### config.mk
export PLATFORM = sky130hd
export DESIGN_NAME = oled_byte_decoder
export DESIGN_NICKNAME = d
export VERILOG_FILES = /design/src/rtl/oled_dec_pkg.sv /design/src/rtl/oled_cmd_decode.sv /design/src/rtl/oled_mode_ctrl.sv /design/src/rtl/oled_addr_track.sv /design/src/rtl/oled_flag_regs.sv /design/src/rtl/oled_byte_decoder.sv
export SDC_FILE = /design/constraint.sdc
export NUM_CORES = 1
export LEC_CHECK = 0
export CORE_ASPECT_RATIO = 1.1
export CORE_MARGIN = 8
export CORE_UTILIZATION = 53
export CTS_CLUSTER_DIAMETER = 150
export DETAILED_ROUTE_END_ITERATION = 7
export GPL_TIMING_DRIVEN = 0
export HOLD_SLACK_MARGIN = 0.02
export PLACE_DENSITY = 0.78
export SYNTH_ARGS = -nofsm -noshare
export SYNTH_HDL_FRONTEND = slang
export SYNTH_HIERARCHICAL = 1
export SYNTH_SLANG_ARGS = --single-unit
export TNS_END_PERCENT = 100
### constraint.sdc
create_clock -name clk -period 2.8 [get_ports clk]
set_input_delay 0.56 -clock clk [delete_from_list [all_inputs] [get_ports clk]]
set_output_delay 0.56 -clock clk [all_outputs]
set_load 0.02 [all_outputs]
### src/rtl/oled_dec_pkg.sv
package oled_dec_pkg;

    localparam logic [7:0] CTRL_CMD  = 8'h80;
    localparam logic [7:0] CTRL_DATA = 8'h40;

    typedef enum logic [1:0] {
        MODE_IDLE,
        MODE_DATA,
        MODE_CMD
    } mode_e;

    typedef enum logic [2:0] {
        OP_COL_LO,
        OP_COL_HI,
        OP_PAGE,
        OP_FLAG,
        OP_PARAM,
        OP_NOP,
        OP_BAD
    } op_kind_e;

    typedef enum logic [1:0] {
        FL_MIRROR,
        FL_ALLON,
        FL_INVERSE,
        FL_ENABLE
    } flag_sel_e;

    typedef struct packed {
        op_kind_e  kind;
        flag_sel_e fsel;
        logic      fval;
        logic [3:0] nib;
    } op_dec_t;

    function automatic op_dec_t classify(input logic [7:0] b);
        op_dec_t d;
        d.kind = OP_BAD;
        d.fsel = FL_MIRROR;
        d.fval = b[0];
        d.nib  = b[3:0];
        if (b <= 8'h0F)                      d.kind = OP_COL_LO;
        else if (b <= 8'h20)                 d.kind = OP_COL_HI;
        else if (b >= 8'h40 && b <= 8'h7F)   d.kind = OP_NOP;
        else if (b >= 8'hB0 && b <= 8'hBF)   d.kind = OP_PAGE;
        else if (b >= 8'hC0 && b <= 8'hC8)   d.kind = OP_NOP;
        else begin
            case (b)
                8'hA0, 8'hA1: begin d.kind = OP_FLAG; d.fsel = FL_MIRROR;  end
                8'hA4, 8'hA5: begin d.kind = OP_FLAG; d.fsel = FL_ALLON;   end
                8'hA6, 8'hA7: begin d.kind = OP_FLAG; d.fsel = FL_INVERSE; end
                8'hAE, 8'hAF: begin d.kind = OP_FLAG; d.fsel = FL_ENABLE;  end
                8'h81, 8'hA8, 8'hAD, 8'hD3, 8'hD5,
                8'hD8, 8'hD9, 8'hDA, 8'hDB:  d.kind = OP_PARAM;
                8'hE3:                       d.kind = OP_NOP;
                default:                     d.kind = OP_BAD;
            endcase
        end
        return d;
    endfunction

endpackage

### src/rtl/oled_cmd_decode.sv
module oled_cmd_decode
    import oled_dec_pkg::*;
(
    input  logic [7:0] opcode,
    output op_dec_t    dec
);
    always_comb dec = classify(opcode);
endmodule

### src/rtl/oled_mode_ctrl.sv
module oled_mode_ctrl
    import oled_dec_pkg::*;
(
    input  logic       clk,
    input  logic       rst,
    input  logic       byte_vld,
    input  logic [7:0] byte_data,
    input  logic       xfer_stop,
    input  logic       is_param,
    output logic       data_stb,
    output logic       cmd_stb,
    output logic       ctrl_err
);
    mode_e mode_q;
    logic  skip_q;

    assign data_stb = byte_vld && !xfer_stop && (mode_q == MODE_DATA);
    assign cmd_stb  = byte_vld && !xfer_stop && (mode_q == MODE_CMD) && !skip_q;

    always_ff @(posedge clk) begin
        if (rst) begin
            mode_q   <= MODE_IDLE;
            skip_q   <= 1'b0;
            ctrl_err <= 1'b0;
        end else begin
            ctrl_err <= 1'b0;
            if (xfer_stop) begin
                mode_q <= MODE_IDLE;
            end else if (byte_vld) begin
                unique case (mode_q)
                    MODE_IDLE: begin
                        if (byte_data == CTRL_CMD)       mode_q <= MODE_CMD;
                        else if (byte_data == CTRL_DATA) mode_q <= MODE_DATA;
                        else                             ctrl_err <= 1'b1;
                    end
                    MODE_DATA: mode_q <= MODE_DATA;
                    MODE_CMD: begin
                        if (skip_q) begin
                            skip_q <= 1'b0;
                        end else begin
                            mode_q <= MODE_IDLE;
                            if (is_param) skip_q <= 1'b1;
                        end
                    end
                    default: mode_q <= MODE_IDLE;
                endcase
            end
        end
    end
endmodule

### src/rtl/oled_addr_track.sv
module oled_addr_track
    import oled_dec_pkg::*;
#(
    parameter int NUM_PAGES = 8,
    parameter int NUM_COLS  = 132,
    localparam int PAGE_W   = $clog2(NUM_PAGES),
    localparam int ADDR_W   = $clog2(NUM_PAGES * NUM_COLS)
) (
    input  logic              clk,
    input  logic              rst,
    input  logic              data_stb,
    input  logic              cmd_stb,
    input  op_dec_t           dec,
    input  logic [7:0]        byte_data,
    input  logic              redraw_ack,
    output logic              mem_we,
    output logic [ADDR_W-1:0] mem_addr,
    output logic [7:0]        mem_wdata,
    output logic              redraw
);
    localparam logic [7:0]        COL_LIMIT = 8'(NUM_COLS);
    localparam logic [ADDR_W-1:0] ROW_LEN   = ADDR_W'(NUM_COLS);

    logic [7:0]        col_q;
    logic [PAGE_W-1:0] page_q;
    logic              in_range;

    assign in_range = col_q < COL_LIMIT;

    always_ff @(posedge clk) begin
        if (rst) begin
            col_q     <= '0;
            page_q    <= '0;
            mem_we    <= 1'b0;
            mem_addr  <= '0;
            mem_wdata <= '0;
            redraw    <= 1'b0;
        end else begin
            mem_we <= 1'b0;
            if (redraw_ack) redraw <= 1'b0;
            if (data_stb && in_range) begin
                mem_we    <= 1'b1;
                mem_addr  <= ADDR_W'(page_q) * ROW_LEN + ADDR_W'(col_q);
                mem_wdata <= byte_data;
                col_q     <= col_q + 8'd1;
                redraw    <= 1'b1;
            end
            if (cmd_stb) begin
                case (dec.kind)
                    OP_COL_LO: col_q[3:0] <= dec.nib;
                    OP_COL_HI: col_q[7:4] <= dec.nib;
                    OP_PAGE:   page_q     <= dec.nib[PAGE_W-1:0];
                    default:   ;
                endcase
            end
        end
    end
endmodule

### src/rtl/oled_flag_regs.sv
module oled_flag_regs
    import oled_dec_pkg::*;
(
    input  logic    clk,
    input  logic    rst,
    input  logic    cmd_stb,
    input  op_dec_t dec,
    output logic    disp_mirror,
    output logic    disp_all_on,
    output logic    disp_inverse,
    output logic    disp_enable,
    output logic    unknown_cmd
);
    always_ff @(posedge clk) begin
        if (rst) begin
            disp_mirror  <= 1'b0;
            disp_all_on  <= 1'b0;
            disp_inverse <= 1'b0;
            disp_enable  <= 1'b0;
            unknown_cmd  <= 1'b0;
        end else begin
            unknown_cmd <= 1'b0;
            if (cmd_stb) begin
                if (dec.kind == OP_FLAG) begin
                    unique case (dec.fsel)
                        FL_MIRROR:  disp_mirror  <= dec.fval;
                        FL_ALLON:   disp_all_on  <= dec.fval;
                        FL_INVERSE: disp_inverse <= dec.fval;
                        FL_ENABLE:  disp_enable  <= dec.fval;
                        default:    ;
                    endcase
                end else if (dec.kind == OP_BAD) begin
                    unknown_cmd <= 1'b1;
                end
            end
        end
    end
endmodule

### src/rtl/oled_byte_decoder.sv
module oled_byte_decoder
    import oled_dec_pkg::*;
#(
    parameter int NUM_PAGES = 8,
    parameter int NUM_COLS  = 132,
    localparam int ADDR_W   = $clog2(NUM_PAGES * NUM_COLS)
) (
    input  logic              clk,
    input  logic              rst,
    input  logic              byte_vld,
    input  logic [7:0]        byte_data,
    input  logic              xfer_stop,
    input  logic              redraw_ack,
    output logic              mem_we,
    output logic [ADDR_W-1:0] mem_addr,
    output logic [7:0]        mem_wdata,
    output logic              redraw,
    output logic              disp_mirror,
    output logic              disp_all_on,
    output logic              disp_inverse,
    output logic              disp_enable,
    output logic              ctrl_err,
    output logic              unknown_cmd
);
    op_dec_t dec;
    logic    data_stb;
    logic    cmd_stb;

    oled_cmd_decode u_dec (
        .opcode (byte_data),
        .dec    (dec)
    );

    oled_mode_ctrl u_mode (
        .clk       (clk),
        .rst       (rst),
        .byte_vld  (byte_vld),
        .byte_data (byte_data),
        .xfer_stop (xfer_stop),
        .is_param  (dec.kind == OP_PARAM),
        .data_stb  (data_stb),
        .cmd_stb   (cmd_stb),
        .ctrl_err  (ctrl_err)
    );

    oled_addr_track #(
        .NUM_PAGES (NUM_PAGES),
        .NUM_COLS  (NUM_COLS)
    ) u_addr (
        .clk        (clk),
        .rst        (rst),
        .data_stb   (data_stb),
        .cmd_stb    (cmd_stb),
        .dec        (dec),
        .byte_data  (byte_data),
        .redraw_ack (redraw_ack),
        .mem_we     (mem_we),
        .mem_addr   (mem_addr),
        .mem_wdata  (mem_wdata),
        .redraw     (redraw)
    );

    oled_flag_regs u_flags (
        .clk          (clk),
        .rst          (rst),
        .cmd_stb      (cmd_stb),
        .dec          (dec),
        .disp_mirror  (disp_mirror),
        .disp_all_on  (disp_all_on),
        .disp_inverse (disp_inverse),
        .disp_enable  (disp_enable),
        .unknown_cmd  (unknown_cmd)
    );
endmodule

==> run summary, run 1 <==
WHS - 0.456 ns
initial antenna violation count - 0
DR WL/cell - 15.1 um
Seq/Total Area, Yosys - 0.337
sw frac - 0.239
clock sink count - 41
Filler cells - 399
layout cells sized above 1 - 0.166
Slew Viols, Final - 0
GR peak layer - met2
Yosys reg bits - 41
Residual DRC - 0
CP required - 3.03 ns
grt met2 use - 0.313
post-CTS repair timing setup buffer count - 0
Die Ht - 87.1 um
post-layout power - 1.19 mW
Max Cap Viol - 0
row cnt - 26
syn_nets - 297
die area - 7020 um2
logic gate share of total power - 0.100
pin count of the biggest net entering global routing - 15
GR Util met1 - 0.177
Post-synth ARST share - 0
P_sw - 0.283 mW
Port-buffer cells - 39
Clock Latency Late Sink - 0.30 ns
Setup crit start kind - input pin
CTS Buf Count - 5
minimum clock period after layout - 2.71 ns
GPL Wtd Cong - 0.859
Pre-antenna DRT Iters - 4
Final HPWL DP - 4330 um
Slew @ Worst Pin - 0.856 ns
clock share of power - 0.408
CTS H-tree depth - 2
worst IR drop on VDD - 0.267 mV
Clock Path Buffers - 2
CTS tree - done
boundary pin count - 40
met3 global-route usage - 0.0424
Final Skew - 0.00589 ns
Post-DRT Antenna Nets - 0
# setup viols final - 0
RSZ-0062 raised after global routing - false
nets - 343
DP Area - 2900 um2
Post-synth EDFFs - 0
fmax - 369 MHz
max_slew headroom - 0.424
PwrDens - 390 nW/um2
CP endpoint kind - flop
die extent in x - 80.6 um
gr usage total - 0.171
Leak Pwr - 1.09 nW
vias per cell - 5.71
Tightest Hold Check Type - flop to flop
Detailed Route WL - 5740 um
hold violation total from the final report - 0
WP data arrival - 2.94 ns
Gate Count Post-Synth - 278
status - complete, no violations
DR iter-0 viols - 86
sequential share of power - 0.492
grt total ovfl - 0
Post-Syn Area per Cell - 8.76 um2
first-pass GRT wire length - 9560 um
number of diodes - 0
post-synth design cell area - 2430 um2
clk slew on worst S/H paths - 0.09 ns
Area Growth Syn to Fin - 24.8%
Hold-fix buffers, CTS - 0
top_reg_cell synth - dfxtp_1
Cell variety after synth - 66
Initial Util - 0.538
CP Max Fanout - 10
period utilization - 0.967
post-route cell area - 3040 um2
via count - 2177
core box area - 4520 um2
synth warn - 6
vias in the first global route - 2163
Pint - 0.903 mW
clock root cell - clkbuf_8
Setup CP Type - input pin to flop
==> path summary, 6_finish.rpt <==
| check | start | end | slack, ns | cells after the start |
|---|---|---|---|---|
| worst max register to register | u_mode/mode_q[0]$_SDFFE_PP0P_ | u_addr/mem_addr[5]$_SDFFE_PP0P_ | 0.50 | 8 |
| worst min register to register | u_addr/mem_addr[4]$_SDFFE_PP0P_ | u_addr/mem_addr[4]$_SDFFE_PP0P_ | 0.46 | 2 |
| worst max-delay path | byte_vld | u_addr/mem_addr[5]$_SDFFE_PP0P_ | 0.09 | 10 |
| worst min-delay path | u_addr/mem_addr[4]$_SDFFE_PP0P_ | u_addr/mem_addr[4]$_SDFFE_PP0P_ | 0.46 | 2 |
==> logic make-up (layout without fill, tap and decap cells) <==
logic type	count (synthesis)	after routing	synth area share
buf+inv	33	80	0.104
mux	3	3	0.0123
simple gates	115	115	0.272
xor+xnor	10	10	0.0360
compound gates	70	70	0.205
flops	41	41	0.337
fa+ha+maj	6	6	0.0339
==> synth_stat cells, drive strengths merged, types with 2 or more instances <==
cell	instances	share of area
or3	3	0.0098
o211ai	2	0.0062
nor3	2	0.0087
ha	5	0.026
buf	16	0.055
inv	11	0.017
a21oi	26	0.055
nand3	7	0.014
a21boi	2	0.0062
a311oi	2	0.0072
dfxtp	41	0.34
a31oi	2	0.0077
nor4b	2	0.0072
a31o	2	0.0072
o21ai	8	0.016
nor3b	5	0.022
and3	6	0.016
a32oi	2	0.0072
nor4	2	0.0077
mux2i	3	0.012
xnor2	5	0.018
nand4b	3	0.017
bufbuf	2	0.021
nand4	4	0.010
a211oi	10	0.041
xor2	5	0.018
nand2b	9	0.023
o31ai	4	0.012
nor2b	2	0.0082
nor2	25	0.042
nand2	38	0.059
clkbuf	4	0.010
o32ai	2	0.0072
==> power by group through the flow <==
stage                     clock [mW]  combinational (mW)  sequential (mW)
after floorplan                    0              0.0683            0.598
after global placement             0               0.111            0.597
after detailed placement           0               0.112            0.597
after CTS                      0.502               0.114            0.583
after global routing           0.530               0.127            0.584
final                          0.484               0.118            0.583
==> routing by layer <==
metal / wire length [um] / vias up
met5: 0 / -
met4: 138 / 0
met3: 310 / 13
met2: 2890 / 62
met1: 2410 / 1023
li1: - / 1079
==> registers in the layout (all words and copies together) (netlist names), 2 cells and up <==
name / cells
u_addr/page_q: 3
u_addr/mem_addr: 11
u_mode/mode_q: 2
u_addr/col_q: 8
u_addr/mem_wdata: 8
==> layout by cell type (no fill, tap or decap), drive strengths merged, types with 6 or more instances in the layout <==
cell	instances
clkbuf	8
a21oi	26
nor2	25
a211oi	10
clkdlybuf4s50	37
nand3	7
and3	6
buf	17
inv	11
o21ai	8
nand2	38
nand2b	9
dfxtp	41
==> per-stage QoR <==
step | setup WS, ns | instances | utilization | TNS (ns)
after CTS | 0.0156 | 381 | 0.668 | 0
final | 0.0929 | 381 | 0.672 | 0
after detailed placement | -0.709 | 373 | 0.640 | -11.11
after floorplan | 0.245 | 278 | - | 0
after global routing | 0.0203 | 381 | 0.672 | 0
after global placement | -0.595 | 373 | 0.640 | -9.87
==> repair_timing <==
action | in CTS | in global routing
endpoints found under the setup margin | 16 | 9
resized for setup | 5 | 8
gates cloned | 0 | 0
==> final cells by class <==
cell class,instances,area [um2],area share
clock inverter,3,46.3,0.0152
clock buffer,5,68.8,0.0227
tap,56,70.1,0.0231
timing repair buffer,39,392,0.129
buffer,22,215,0.0708
inverter,11,41.3,0.0136
sequential,41,821,0.270
multi-input combinational,204,1380,0.456
==> worst max-delay path, cell delays in order <==
cell,delay [ns]
clkdlybuf4s50_1,0.51
inv_1,0.08
nor4b_1,0.64
nor2b_4,0.28
buf_6,0.13
a31o_1,0.12
buf_6,0.15
buf_6,0.15
o21ai_0,0.15
a21oi_1,0.18
No activity file was read; power rests on OpenSTA's default activity.
==> run 2, diff against run 1 <==
CORE_UTILIZATION = 45   (was 53)
PLACE_DENSITY = 0.68   (was 0.78)
RECOVER_POWER = 100   (was unset)
==> run summary, run 2 (synthesized netlist as in run 1, its figures left out) <==
status - complete, no violations
clock sink count - 41 (unchanged)
Setup crit start kind - input pin
hold violation total from the final report - 0 (unchanged)
nets - 343 (unchanged)
minimum clock period after layout - 2.69 ns (-0.0211 ns)
max_slew headroom - 0.417 (-0.00688)
layout cells sized above 1 - 0.163 (-0.00308)
Leak Pwr - 1.19 nW (+9.3%)
biggest regs - u_addr/mem_addr: 11 flops, u_addr/col_q: 8 flops, u_addr/mem_wdata: 8 flops
worst-case reg-to-reg path depth - 6 (-2)
Port-buffer cells - 39 (unchanged)
via count - 2156 (-0.96%)
dpl cells - 392 (+5.1%)
Slew @ Worst Pin - 0.866 ns (+0.0102 ns)
Filler cells - 503 (+26%)
setup_tns - 0 ns (unchanged)
CP required - 3.02 ns (about the same)
RSZ-0062 raised after global routing - true
row cnt - 28 (+7.7%)
largest register by flop count - u_addr/mem_addr
Die Ht - 93.1 um (+7.0%)
WHS - 0.451 ns (-0.00553 ns)
Clock Path Buffers - 2 (unchanged)
Setup CP Type - input pin to flop
core box area - 5290 um2 (+17%)
commonest non-fill, non-tap cell in the layout - dfxtp_1
Final Skew - 0.00655 ns (+0.000657 ns)
worst hold start - u_addr/mem_addr[5]$_SDFFE_PP0P_
max reg flops - 11 (unchanged)
reg-to-reg endpoint - u_addr/col_q[1]$_SDFF_PP0_
WP data arrival - 2.91 ns (-0.03 ns)
PwrDens - 392 nW/um2 (+0.53%)
worst hold stages - 2 (unchanged)
die extent in x - 86.1 um (+6.8%)
Residual DRC - 0 (unchanged)
CTS tree - done
DR iter-0 viols - 132 (+53%)
final worst slack - 0.114 ns (+0.0211 ns)
fmax - 372 MHz (+0.78%)
gr usage total - 0.152 (-0.0188)
CTS H-tree depth - 2 (unchanged)
CP Max Fanout - 9 (-1)
initial antenna violation count - 0 (unchanged)
Post-DRT Antenna Nets - 0 (unchanged)
RR Startpoint - u_mode/mode_q[1]$_SDFFE_PP0P_
Area Growth Syn to Fin - 26.1%
GPL Wtd Cong - 0.889 (+3.4%)
clk slew on worst S/H paths - 0.08 ns (about the same)
Final HPWL DP - 4430 um (+2.3%)
worst IR drop on VDD - 0.193 mV (-28%)
CP endpoint kind - flop
period utilization - 0.959 (-0.00752)
post-CTS repair timing setup buffer count - 0 (unchanged)
CTS Buf Count - 5 (unchanged)
boundary pin count - 40 (unchanged)
Initial Util - 0.460 (-0.0782)
most frequent cells in the layout - dfxtp_1, nand2_1, dlygate4sd3_1, nor2_1, a21oi_1
Max Cap Viol - 0 (unchanged)
die area - 8020 um2 (+14%)
# setup viols final - 0 (unchanged)
Detailed Route WL - 5910 um (+2.9%)
WHS Endpoint - u_addr/mem_addr[5]$_SDFFE_PP0P_
Clock Latency Late Sink - 0.29 ns (about the same)
pin count of the biggest net entering global routing - 14 (-1)
worst reg-to-reg setup slack - 0.63 ns (+0.13 ns)
grt total ovfl - 0 (unchanged)
number of diodes - 0 (unchanged)
Pre-antenna DRT Iters - 4 (unchanged)
Hold-fix buffers, CTS - 0 (unchanged)
vias per cell - 5.39 (-5.7%)
Tightest Hold Check Type - flop to flop
Slew Viols, Final - 0 (unchanged)
vias in the first global route - 2069 (-4.3%)
fin cells - 400 (+5.0%)
DP Worst Slack - -0.617 ns (+0.0920 ns)
DR WL/cell - 14.8 um (-2.0%)
first-pass GRT wire length - 9700 um (+1.4%)
clock root cell - clkbuf_8
final core utilization - 0.580 (-0.0914)
run 2: worst max path at each step:
stage,startpoint,to,slack (ns),depth (start not counted)
final,byte_data[4],u_mode/skip_q$_SDFFE_PP0N_,0.11,10
after global routing,byte_data[4],u_addr/col_q[1]$_SDFF_PP0_,-0.01,10
after CTS,byte_data[3],u_mode/skip_q$_SDFFE_PP0N_,0.003,10
after detailed placement,byte_data[3],u_addr/col_q[1]$_SDFF_PP0_,-0.62,10
after global placement,byte_data[3],u_addr/col_q[7]$_SDFF_PP0_,-0.66,9
after floorplan,byte_data[3],u_addr/col_q[1]$_SDFF_PP0_,0.24,9
run 2: critical path, cell delays in order:
cell,delay [ns]
clkdlybuf4s50_1,0.45
buf_2,0.21
or3_4,0.34
a211oi_2,0.21
o21ai_1,0.07
and3_2,0.29
nor3b_2,0.19
nand2b_1,0.06
or4_1,0.39
a21oi_1,0.13
run 2: layout make-up:
type,instances,area (um2),share of cell area
tap,75,93.8,0.0306
clock buffer,6,82.6,0.0269
timing repair buffer,39,394,0.128
clock inverter,2,37.5,0.0122
multi-input combinational,204,1380,0.450
inverter,11,41.3,0.0134
buffer,22,218,0.0709
sequential,41,821,0.267
run 2: repair_timing:
item	in CTS	in global routing
setup endpoints to repair	16	22
gates resized for setup	5	11
cloned	0	0
pin swaps	0	1
hold endpoints to repair	0	0
run 2: report_power, final:
group	switching (mW)	internal [mW]	total [mW]
Combinational	0.0655	0.0515	0.117
Clock	0.214	0.290	0.504
Sequential	0.000207	0.583	0.583
run 2: metrics by stage:
| step | power [mW] | cell area [um2] |
|---|---|---|
| global route | 1.25 | 3070 |
| floorplan | 0.666 | 2430 |
| global placement | 0.710 | 2920 |
| CTS | 1.21 | 3050 |
| detailed placement | 0.711 | 2920 |
| finish | 1.20 | 3070 |
run 2: per-layer routing:
layer / part of all wire / up-vias / track usage / wire (um)
met5: 0 / - / 0 / 0
met2: 0.50 / 47 / 0.261 / 2960
met4: 0.023 / 0 / 0.0789 / 136
met1: 0.43 / 1020 / 0.173 / 2550
li1: - / 1080 / - / -
met3: 0.044 / 9 / 0.0333 / 258
==> run 3, diff against run 2 <==
ABC_AREA = 1   (was unset)
PLACE_DENSITY = 0.67   (was 0.68)
clock period = 2.9 ns   (was 2.8 ns; I/O delays follow)
==> run summary, run 3 <==
setup_tns - 0 ns (unchanged)
GPL Wtd Cong - 0.842 (-5.3%)
DP Worst Slack - -0.141 ns (+0.477 ns)
Slowest-stage cell, CP - nor4_2
clock root cell - clkbuf_8
worst hold start - u_addr/redraw$_SDFFE_PP0P_
hold violation total from the final report - 0 (unchanged)
cell taking the most area after synthesis - dfxtp_1
Setup CP Type - input pin to flop
worst hold stages - 2 (unchanged)
die area - 8510 um2 (+6.1%)
reg-to-reg endpoint - u_addr/mem_wdata[3]$_SDFFE_PP0P_
max_slew headroom - 0.503 (+0.0854)
final worst slack - 0.261 ns (+0.147 ns)
worst reg-to-reg setup slack - 0.76 ns (+0.13 ns)
DR WL/cell - 12.1 um (-18%)
Seq/Total Area, Yosys - 0.314 (-0.0234)
first-pass GRT wire length - 11100 um (+15%)
clock share of power - 0.418 (about the same)
CP required - 3.13 ns (+0.11 ns)
CP max stage delay - 0.68 ns (+0.23 ns)
period utilization - 0.910
status - complete, no violations
Port-buffer cells - 39 (unchanged)
Slew @ Worst Pin - 0.740 ns (-0.126 ns)
mux share of post-synthesis cell area - 0 (-0.0123)
Pre-antenna DRT Iters - 4 (unchanged)
dpl cells - 528 (+35%)
Clock Path Buffers - 2 (unchanged)
Leak Pwr - 1.57 nW (+32%)
Final HPWL DP - 4960 um (+12%)
grt total ovfl - 0 (unchanged)
biggest regs - u_addr/mem_addr: 11 flops, u_addr/col_q: 8 flops, u_addr/mem_wdata: 8 flops
PwrDens - 361 nW/um2 (-7.9%)
Post-Syn Area per Cell - 6.35 um2 (-27%)
Post-Synth Simple-Gate Area - 0.399 (+0.127)
Adder-Cell Fraction of Synth Area - 0.0316 (-0.00235)
CTS Buf Count - 5 (unchanged)
CP endpoint kind - flop
syn_nets - 431 (+45%)
boundary pin count - 40 (unchanged)
CTS tree - done
DR WL met2 - 3420 um (+16%)
die extent in x - 88.7 um (+3.0%)
Top Layer Used - met4
cell with the most instances after synthesis - nand2_1
Max Cap Viol - 0 (unchanged)
logic gate share of total power - 0.094 (-0.003)
Tightest Hold Check Type - flop to flop
Post-synth EDFFs - 0 (unchanged)
Initial Util - 0.459 (-0.00101)
core box area - 5700 um2 (+7.7%)
Slew Viols, Final - 0 (unchanged)
family with the most delay on the worst path - buffers and inverters
Setup crit start kind - input pin
# setup viols final - 0 (unchanged)
Critical Path Stages - 7 (-3)
Cell Chain, Critical Path - dlygate4sd3_1 > nor4_2 > inv_1 > a21oi_1 > clkbuf_2 > nor2_1 > nor2_1
max reg flops - 11 (unchanged)
most used cell, CP - nor2_1
pin count of the biggest net entering global routing - 13 (-1)
worst IR drop on VDD - 0.214 mV (+11%)
Yosys reg bits - 41 (unchanged)
CP Max Fanout - 10 (+1)
sw frac - 0.233 (+0.000966)
gr usage total - 0.167 (+0.0143)
Detailed Route WL - 6490 um (+9.9%)
commonest non-fill, non-tap cell in the layout - nand2_1
post-synthesis compound-gate area fraction - 0.101 (-0.104)
Die Ht - 96.0 um (+3.0%)
Post-DRT Antenna Nets - 0 (unchanged)
clk slew on worst S/H paths - 0.08 ns (about the same)
Final Skew - 0.00321 ns (-0.00334 ns)
synth warn - 6 (unchanged)
WP data arrival - 2.87 ns (-0.04 ns)
minimum clock period after layout - 2.64 ns
most frequent cells in the layout - nand2_1, nor2_1, inv_1, dfxtp_1, nand3_1
initial antenna violation count - 0 (unchanged)
met3 routed WL - 251 um (-2.7%)
top_reg_cell synth - dfxtp_1
Area Growth Syn to Fin - 22.1%
Residual DRC - 0 (unchanged)
worst-case reg-to-reg path depth - 7 (+1)
P_sw - 0.270 mW (-3.7%)
post-CTS repair timing setup buffer count - 0 (unchanged)
row cnt - 29 (+3.6%)
Gate Count Post-Synth - 412 (+48%)
vias in the first global route - 2603 (+26%)
Metal-1 WL - 2750 um (+7.6%)
clock sink count - 41 (unchanged)
nets - 477 (+39%)
layout cells sized above 1 - 0.105 (-0.0585)
CTS H-tree depth - 2 (unchanged)
post-synth design cell area - 2620 um2 (+7.5%)
WP buf/inv - 3 (+1)
vias per cell - 4.79 (-11%)
largest register by flop count - u_addr/mem_addr
Worst setup startpoint - xfer_stop
sequential share of power - 0.488 (+0.004)
Post-Synth XOR/XNOR Area - 0.0167 (-0.0192)
WHS - 0.469 ns (+0.0180 ns)
via count - 2565 (+19%)
Clock Latency Late Sink - 0.29 ns (about the same)
WHS Endpoint - u_addr/redraw$_SDFFE_PP0P_
synth top area cells - dfxtp_1, nand2_1, nor2_1
fmax - 379 MHz
largest family of logic cells by synthesized area - simple AND/OR/NAND/NOR gates
top cells by count, synth - nand2_1, nor2_1, inv_1
fin cells - 536 (+34%)
RR Startpoint - u_mode/mode_q[0]$_SDFFE_PP0P_
post-layout power - 1.15 mW (-4.1%)
Cell variety after synth - 33 (-50%)
number of diodes - 0 (unchanged)
Pint - 0.885 mW (-4.3%)
DR iter-0 viols - 147 (+11%)
Yosys top cell area share - 0.314 (-0.0234)
RSZ-0062 raised after global routing - false
Post-synth ARST share - 0 (unchanged)
-- run 3: logic make-up after synthesis --
family / Yosys count
AND/OR/NAND/NOR: 232
adder cells (fa/ha/maj): 6
flip-flops: 41
buffers and inverters: 80
AO/OA/AOI/OAI: 48
XOR/XNOR: 5
-- run 3: stage by stage --
step | instance area (um2) | util
after floorplan | 2620 | -
after global placement | 3100 | 0.545
after detailed placement | 3100 | 0.545
after CTS | 3220 | 0.565
after global routing | 3190 | 0.561
final | 3190 | 0.561
-- run 3: layer usage --
metal	up-vias	track usage
met4	0	0.0592
met3	6	0.0359
met1	1141	0.173
li1	1372	-
met5	-	0
met2	46	0.318
-- run 3: final cells by class --
cell class | instances | area [um2]
multi-input combinational | 291 | 1410
clock inverter | 1 | 30.0
inverter | 66 | 248
timing repair buffer | 39 | 390
tap | 77 | 96.3
sequential | 41 | 821
clock buffer | 7 | 86.3
buffer | 14 | 110
fill | 597 | 2500
-- run 3: worst max path at each step --
stage	end	slack, ns
floorplan	u_addr/mem_addr[9]$_SDFFE_PP0P_	0.79
global placement	u_addr/mem_addr[9]$_SDFFE_PP0P_	-0.14
detailed placement	u_addr/mem_addr[9]$_SDFFE_PP0P_	-0.14
CTS	u_addr/mem_addr[9]$_SDFFE_PP0P_	0.16
global route	u_addr/col_q[6]$_SDFF_PP0_	0.0009
finish	u_addr/mem_wdata[3]$_SDFFE_PP0P_	0.26
-- run 3: timing repair --
action | CTS | global route
endpoints found under the setup margin | 0 | 2
hold buffers | 0 | 0
resized for setup | 0 | 1
-- run 3: power groups by stage --
stage                     registers (mW)  logic [mW]  clock network (mW)
after floorplan                    0.578      0.0664                   0
after global placement             0.577       0.110                   0
after detailed placement           0.577       0.110                   0
after CTS                          0.564       0.111               0.499
after global routing               0.564       0.123               0.524
final                              0.563       0.108               0.483
-- run 3: tightest hold or removal path: cells and delay by family, from the launching register on --
family / cells / cell delay [ns]
AOI/OAI and AO/OA: 1 / 0.06
buffers and inverters: 1 / 0.05
DFF: 1 / 0.32
